`src/rtl/sec63_pkg.sv`:
```
package sec63_pkg;

  localparam int DATA_W = 3;

  function automatic int parityBitsFor(int dataBits);
    for (int r = 1; r < 16; r++) begin
      if ((1 << r) >= dataBits + r + 1) return r;
    end
    return 16;
  endfunction

  localparam int SYN_W  = parityBitsFor(DATA_W);
  localparam int CODE_W = DATA_W + SYN_W;
  localparam int LINE_N = 1 << SYN_W;

  // strobes from the syndrome control to the repair datapath
  typedef struct packed {
    logic [CODE_W-1:0] flipLine;
    logic              corrected;
    logic              uncorrectable;
  } fixCtrl_t;

  function automatic bit isParityPos(int pos);
    return (pos & (pos - 1)) == 0;
  endfunction

  // 1-based codeword position holding data bit idx
  function automatic int dataPos(int idx);
    int cnt;
    cnt = 0;
    for (int p = 1; p <= CODE_W; p++) begin
      if (!isParityPos(p)) begin
        if (cnt == idx) return p;
        cnt++;
      end
    end
    return 0;
  endfunction

  // positions checked by syndrome bit k
  function automatic logic [CODE_W-1:0] coverMask(int k);
    logic [CODE_W-1:0] m;
    m = '0;
    for (int p = 1; p <= CODE_W; p++) begin
      if (((p >> k) & 1) == 1) m[p-1] = 1'b1;
    end
    return m;
  endfunction

endpackage

```
`src/rtl/sec63_encoder.sv`:
```
module sec63_encoder
  import sec63_pkg::*;
(
  input  logic [DATA_W-1:0] dataIn,
  output logic [CODE_W-1:0] codeOut
);

  logic [SYN_W-1:0] parityBit;

  always_comb begin
    for (int k = 0; k < SYN_W; k++) begin
      parityBit[k] = 1'b0;
      for (int i = 0; i < DATA_W; i++) begin
        if (((dataPos(i) >> k) & 1) == 1) parityBit[k] = parityBit[k] ^ dataIn[i];
      end
    end
  end

  for (genvar i = 0; i < DATA_W; i++) begin : g_data
    assign codeOut[dataPos(i)-1] = dataIn[i];
  end

  for (genvar k = 0; k < SYN_W; k++) begin : g_par
    assign codeOut[(1 << k) - 1] = parityBit[k];
  end

endmodule

```
`src/rtl/sec63_channel.sv`:
```
module sec63_channel
  import sec63_pkg::*;
(
  input  logic [CODE_W-1:0] txWord,
  input  logic [CODE_W-1:0] errMask,
  output logic [CODE_W-1:0] rxWord
);

  for (genvar b = 0; b < CODE_W; b++) begin : g_line
    assign rxWord[b] = txWord[b] ^ errMask[b];
  end

endmodule

```
`src/rtl/sec63_datapath.sv`:
```
module sec63_datapath
  import sec63_pkg::*;
(
  input  logic [DATA_W-1:0] dataIn,
  input  logic [CODE_W-1:0] errMask,
  input  fixCtrl_t          fix,
  output logic [CODE_W-1:0] codeOut,
  output logic [CODE_W-1:0] rxWord,
  output logic [SYN_W-1:0]  syndrome,
  output logic [DATA_W-1:0] dataOut
);

  logic [CODE_W-1:0] fixedWord;

  sec63_encoder u_enc (
    .dataIn (dataIn),
    .codeOut(codeOut)
  );

  sec63_channel u_chan (
    .txWord (codeOut),
    .errMask(errMask),
    .rxWord (rxWord)
  );

  for (genvar k = 0; k < SYN_W; k++) begin : g_syn
    localparam logic [CODE_W-1:0] COVER = coverMask(k);
    assign syndrome[k] = ^(rxWord & COVER);
  end

  assign fixedWord = rxWord ^ fix.flipLine;

  for (genvar i = 0; i < DATA_W; i++) begin : g_extract
    assign dataOut[i] = fixedWord[dataPos(i)-1];
  end

  // independent re-check of the repaired word
  logic [SYN_W-1:0] checkSyn;
  always_comb begin
    for (int k = 0; k < SYN_W; k++) checkSyn[k] = ^(fixedWord & coverMask(k));
  end

  always_comb begin
    assert_channel_diff_R2: assert ((rxWord ^ codeOut) == errMask)
      else $error("channel output does not match mask");
    assert_repair_clean_R5: assert (fix.uncorrectable || checkSyn == '0)
      else $error("repaired word keeps a nonzero syndrome");
  end

endmodule

```
`src/rtl/sec63_fixctrl.sv`:
```
module sec63_fixctrl
  import sec63_pkg::*;
(
  input  logic [SYN_W-1:0] syndrome,
  output fixCtrl_t         fix
);

  logic [LINE_N-1:0] selLine;

  always_comb begin
    selLine = '0;
    selLine[syndrome] = 1'b1;
  end

  for (genvar p = 1; p <= CODE_W; p++) begin : g_map
    assign fix.flipLine[p-1] = selLine[p];
  end

  assign fix.corrected = |fix.flipLine;

  if (CODE_W + 1 < LINE_N) begin : g_short
    assign fix.uncorrectable = |selLine[LINE_N-1:CODE_W+1];
  end else begin : g_perfect
    assign fix.uncorrectable = 1'b0;
  end

  always_comb begin
    assert_flip_onehot_R7: assert ($onehot0(fix.flipLine))
      else $error("more than one line selected for inversion");
    assert_flags_exclusive_R7: assert (!(fix.corrected && fix.uncorrectable))
      else $error("corrected and uncorrectable together");
    assert_zero_syn_idle_R4: assert (syndrome != '0 || (!fix.corrected && !fix.uncorrectable))
      else $error("zero syndrome raised a flag");
  end

endmodule

```
`src/rtl/sec63_codec.sv`:
```
module sec63_codec
  import sec63_pkg::*;
(
  input  logic [2:0] dataIn,
  input  logic [5:0] errMask,
  output logic [5:0] codeOut,
  output logic [5:0] rxWord,
  output logic [2:0] syndrome,
  output logic       corrected,
  output logic       uncorrectable,
  output logic [2:0] dataOut
);

  fixCtrl_t fix;

  sec63_datapath u_dp (
    .dataIn  (dataIn),
    .errMask (errMask),
    .fix     (fix),
    .codeOut (codeOut),
    .rxWord  (rxWord),
    .syndrome(syndrome),
    .dataOut (dataOut)
  );

  sec63_fixctrl u_ctrl (
    .syndrome(syndrome),
    .fix     (fix)
  );

  assign corrected     = fix.corrected;
  assign uncorrectable = fix.uncorrectable;

  always_comb begin
    assert_clean_pass_R4: assert (errMask != '0 || (dataOut == dataIn && syndrome == '0))
      else $error("clean word altered");
    assert_single_fix_R5: assert ($countones(errMask) != 1 || (corrected && dataOut == dataIn))
      else $error("single error not repaired");
  end

endmodule

```
`config.mk`:
```
export PLATFORM = sky130hd
export DESIGN_NAME = sec63_codec
export DESIGN_NICKNAME = d
export VERILOG_FILES = /design/src/rtl/sec63_pkg.sv /design/src/rtl/sec63_encoder.sv /design/src/rtl/sec63_channel.sv /design/src/rtl/sec63_datapath.sv /design/src/rtl/sec63_fixctrl.sv /design/src/rtl/sec63_codec.sv
export SDC_FILE = /design/constraint.sdc
export NUM_CORES = 1
export LEC_CHECK = 0
export BUFFER_PORTS_ARGS = -buffer_cell sky130_fd_sc_hd__clkbuf_2
export CAP_MARGIN = 20
export CORE_AREA = 2 2 39 41
export DETAILED_ROUTE_END_ITERATION = 16
export DIE_AREA = 0 0 41 43
export GPL_ROUTABILITY_DRIVEN = 0
export MAX_ROUTING_LAYER = met4
export SETUP_SLACK_MARGIN = 0.1
export SLEW_MARGIN = 30
export SYNTH_ARGS = -nofsm -noshare
export SYNTH_HDL_FRONTEND = slang
export SYNTH_SLANG_ARGS = --single-unit
```
`constraint.sdc`:
```
create_clock -name vclk -period 1.15
set_input_delay 0.1725 -clock vclk [all_inputs]
set_output_delay 0.1725 -clock vclk [all_outputs]
set_load 0.005 [all_outputs]
```
==> summary.txt <==
Power
  – Clock power frac: 0%
  – Comb pwr share: 100.0%
  – Sw power: 0.1345 mW
  – Worst VDD drop: 0.2188 mV
  – PD cells: 631.2 nW/um2
  – Leakage: 0.2827 nW
  – Seq pwr share: 0%
  – Sw Ratio: 42.68%
  – Cell Int Power: 0.1806 mW
  – Total power draw: 0.3151 mW

Timing
  – Final Cycle Share: 120.4%
  – Minimum clock period: 1.384 ns
  – Max Clk Rate: 722.4 MHz
  – Final setup violation count: 5
  – Final hold vios: 0
  – Setup slack after layout: -0.2342 ns
  – Setup TNS: -0.8459 ns
  – RSZ-0062 raised after global routing: yes
  – Max-slew headroom: 83.54%
  – WHS: 0.5864 ns
  – Pins Over Slew Limit: 0
  – Tightest Pin Transition: 0.2461 ns

Routing
  – Via count: 288
  – DRT Pass-1 Iters: 2
  – Final WL: 701 um
  – Antenna-violating nets left: 0
  – Initial DRC count: 1
  – # DRC: 0
  – Routed len/inst: 9.473 um
  – Vias/cell: 3.892

Yosys
  – Synth Instances: 25
  – Syn_area_per_cell: 10.06 um2
  – Area leader, netlist: xor2_1
  – Register area share after synthesis: 0%
  – Number of synthesis warnings: 0
  – Synthesized net count: 34
  – Netlist cell types: 11
  – Top cells by area, synth: xor2_1 38%, xor3_2 20%, nor3b_2 10%, xnor3_2 9.5%, buf_4 9.0%
  – Yosys top cell area share: 38.31%
  – Syn Std Cell Area: 251.5 um2

Die
  – Die Wd: 41 um
  – Initial Util: 18.17%
  – Die height: 43 um
  – Ports: 29
  – CORE AREA: 1384 um2
  – Rows: 14
  – Die area: 1763 um2

Placement
  – PortBufs: 29
  – HPWL after detailed placement: 552.5 um
  – Pre-CTS setup slack: -0.3023 ns
  – Placed cells: 73
  – Placed cell area: 442.9 um2

Worst setup path
  – Setup CP Type: in2out
  – Worst EP required: 0.98 ns
  – Worst Setup Start Kind: input port
  – Setup crit end kind: output port
  – Data arrival time of the worst path: 1.21 ns
  – Critical path peak fanout: 5

Global route
  – Grt ovf: 0
  – Vias in the first global route: 232
  – Antenna violations before repair: 0
  – Overall Global Routing Usage: 7.510%
  – Largest net degree at the start of global routing: 7
  – First-pass GRT wire length: 966 um

Cells and area
  – Diodes inserted: 0
  – Post-layout util: 36.08%
  – Layout cell share with drive strength beyond 1: 77.59%
  – FF/Latch Area: 0 um2
  – Cell area after layout: 499.2 um2
  – Syn-to-layout area delta: 98.51%
  – Layout clock buffers: 0
  – Finished Layout Cells: 74
  – Seq Cell Count: 0
  – Post-layout nets: 69

Hold path
  – Min-Delay Path Class: in2out

Clock tree
  – # hold bufs at CTS: 0

Status
  – Status: finished with violations
  – Violated checks: negative setup slack

Flow run
  – Max Cap Viol: 0
==> cell families (layout without fill, tap and decap cells) <==
family	after synthesis	after routing	synth area share (%)
AO/OA/AOI/OAI	1	1	1.988
XOR/XNOR	15	15	71.14
buffers and inverters	4	37	10.45
AND/OR/NAND/NOR	5	5	16.41
==> metal layers <==
metal,up-vias,part of all wire (%),wire (um),track usage [%]
met5,-,0,0,-
met4,0,0,0,0
met3,0,13,92,0
met2,20,43,301,11.88
met1,120,44,307,11.25
li1,148,-,-,-
==> power groups by stage <==
| stage | registers [mW] | logic [mW] | clock network, mW |
|---|---|---|---|
| CTS | 0 | 0.297 | 0 |
| global placement | 0 | 0.290 | 0 |
| floorplan | 0 | 0.152 | 0 |
| global route | 0 | 0.348 | 0 |
| detailed placement | 0 | 0.292 | 0 |
| finish | 0 | 0.315 | 0 |
==> synth_stat cells <==
cell type  number
nand3_1         1
buf_4           3
xor3_2          2
xor2_1         11
xnor2_1         1
nor2_1          1
and3_2          1
inv_1           1
nor3b_2         2
a21oi_1         1
xnor3_2         1
==> worst max-delay path: stages <==
cell and delay (ns):
buf_6 0.07, xnor3_2 0.46, nor3b_2 0.22, xor2_1 0.15, buf_2 0.13
==> layout make-up <==
class | instances | area, um2
inverters | 1 | 3.754
multi-input cells | 21 | 240.2
fillers | 152 | 884.6
well taps | 16 | 20.02
repair buffers | 36 | 235.2
==> layout by cell type, fill, tap and decap left out <==
master,count
nor2_1,1
xnor2_1,1
buf_6,4
xor2_2,1
buf_2,5
xnor3_2,1
inv_2,1
buf_4,7
nand3_1,1
buf_8,1
clkbuf_4,1
xor2_1,10
a21oi_2,1
and3_4,1
nor3b_2,2
clkbuf_2,18
xor3_2,2
==> path summary, 6_finish.rpt <==
path | slack (ns) | startpoint | to | cells past startpoint
worst max-delay path | -0.23 | errMask[0] | dataOut[0] | 5
worst min-delay path | 0.59 | dataIn[0] | codeOut[2] | 2
==> repair_timing <==
item / in CTS / in global routing
resized for setup: 0 / 20
setup endpoints to repair: 9 / 11
pin swaps: 2 / 5
setup buffers: 1 / 0
No activity file was read; power rests on OpenSTA's default activity.
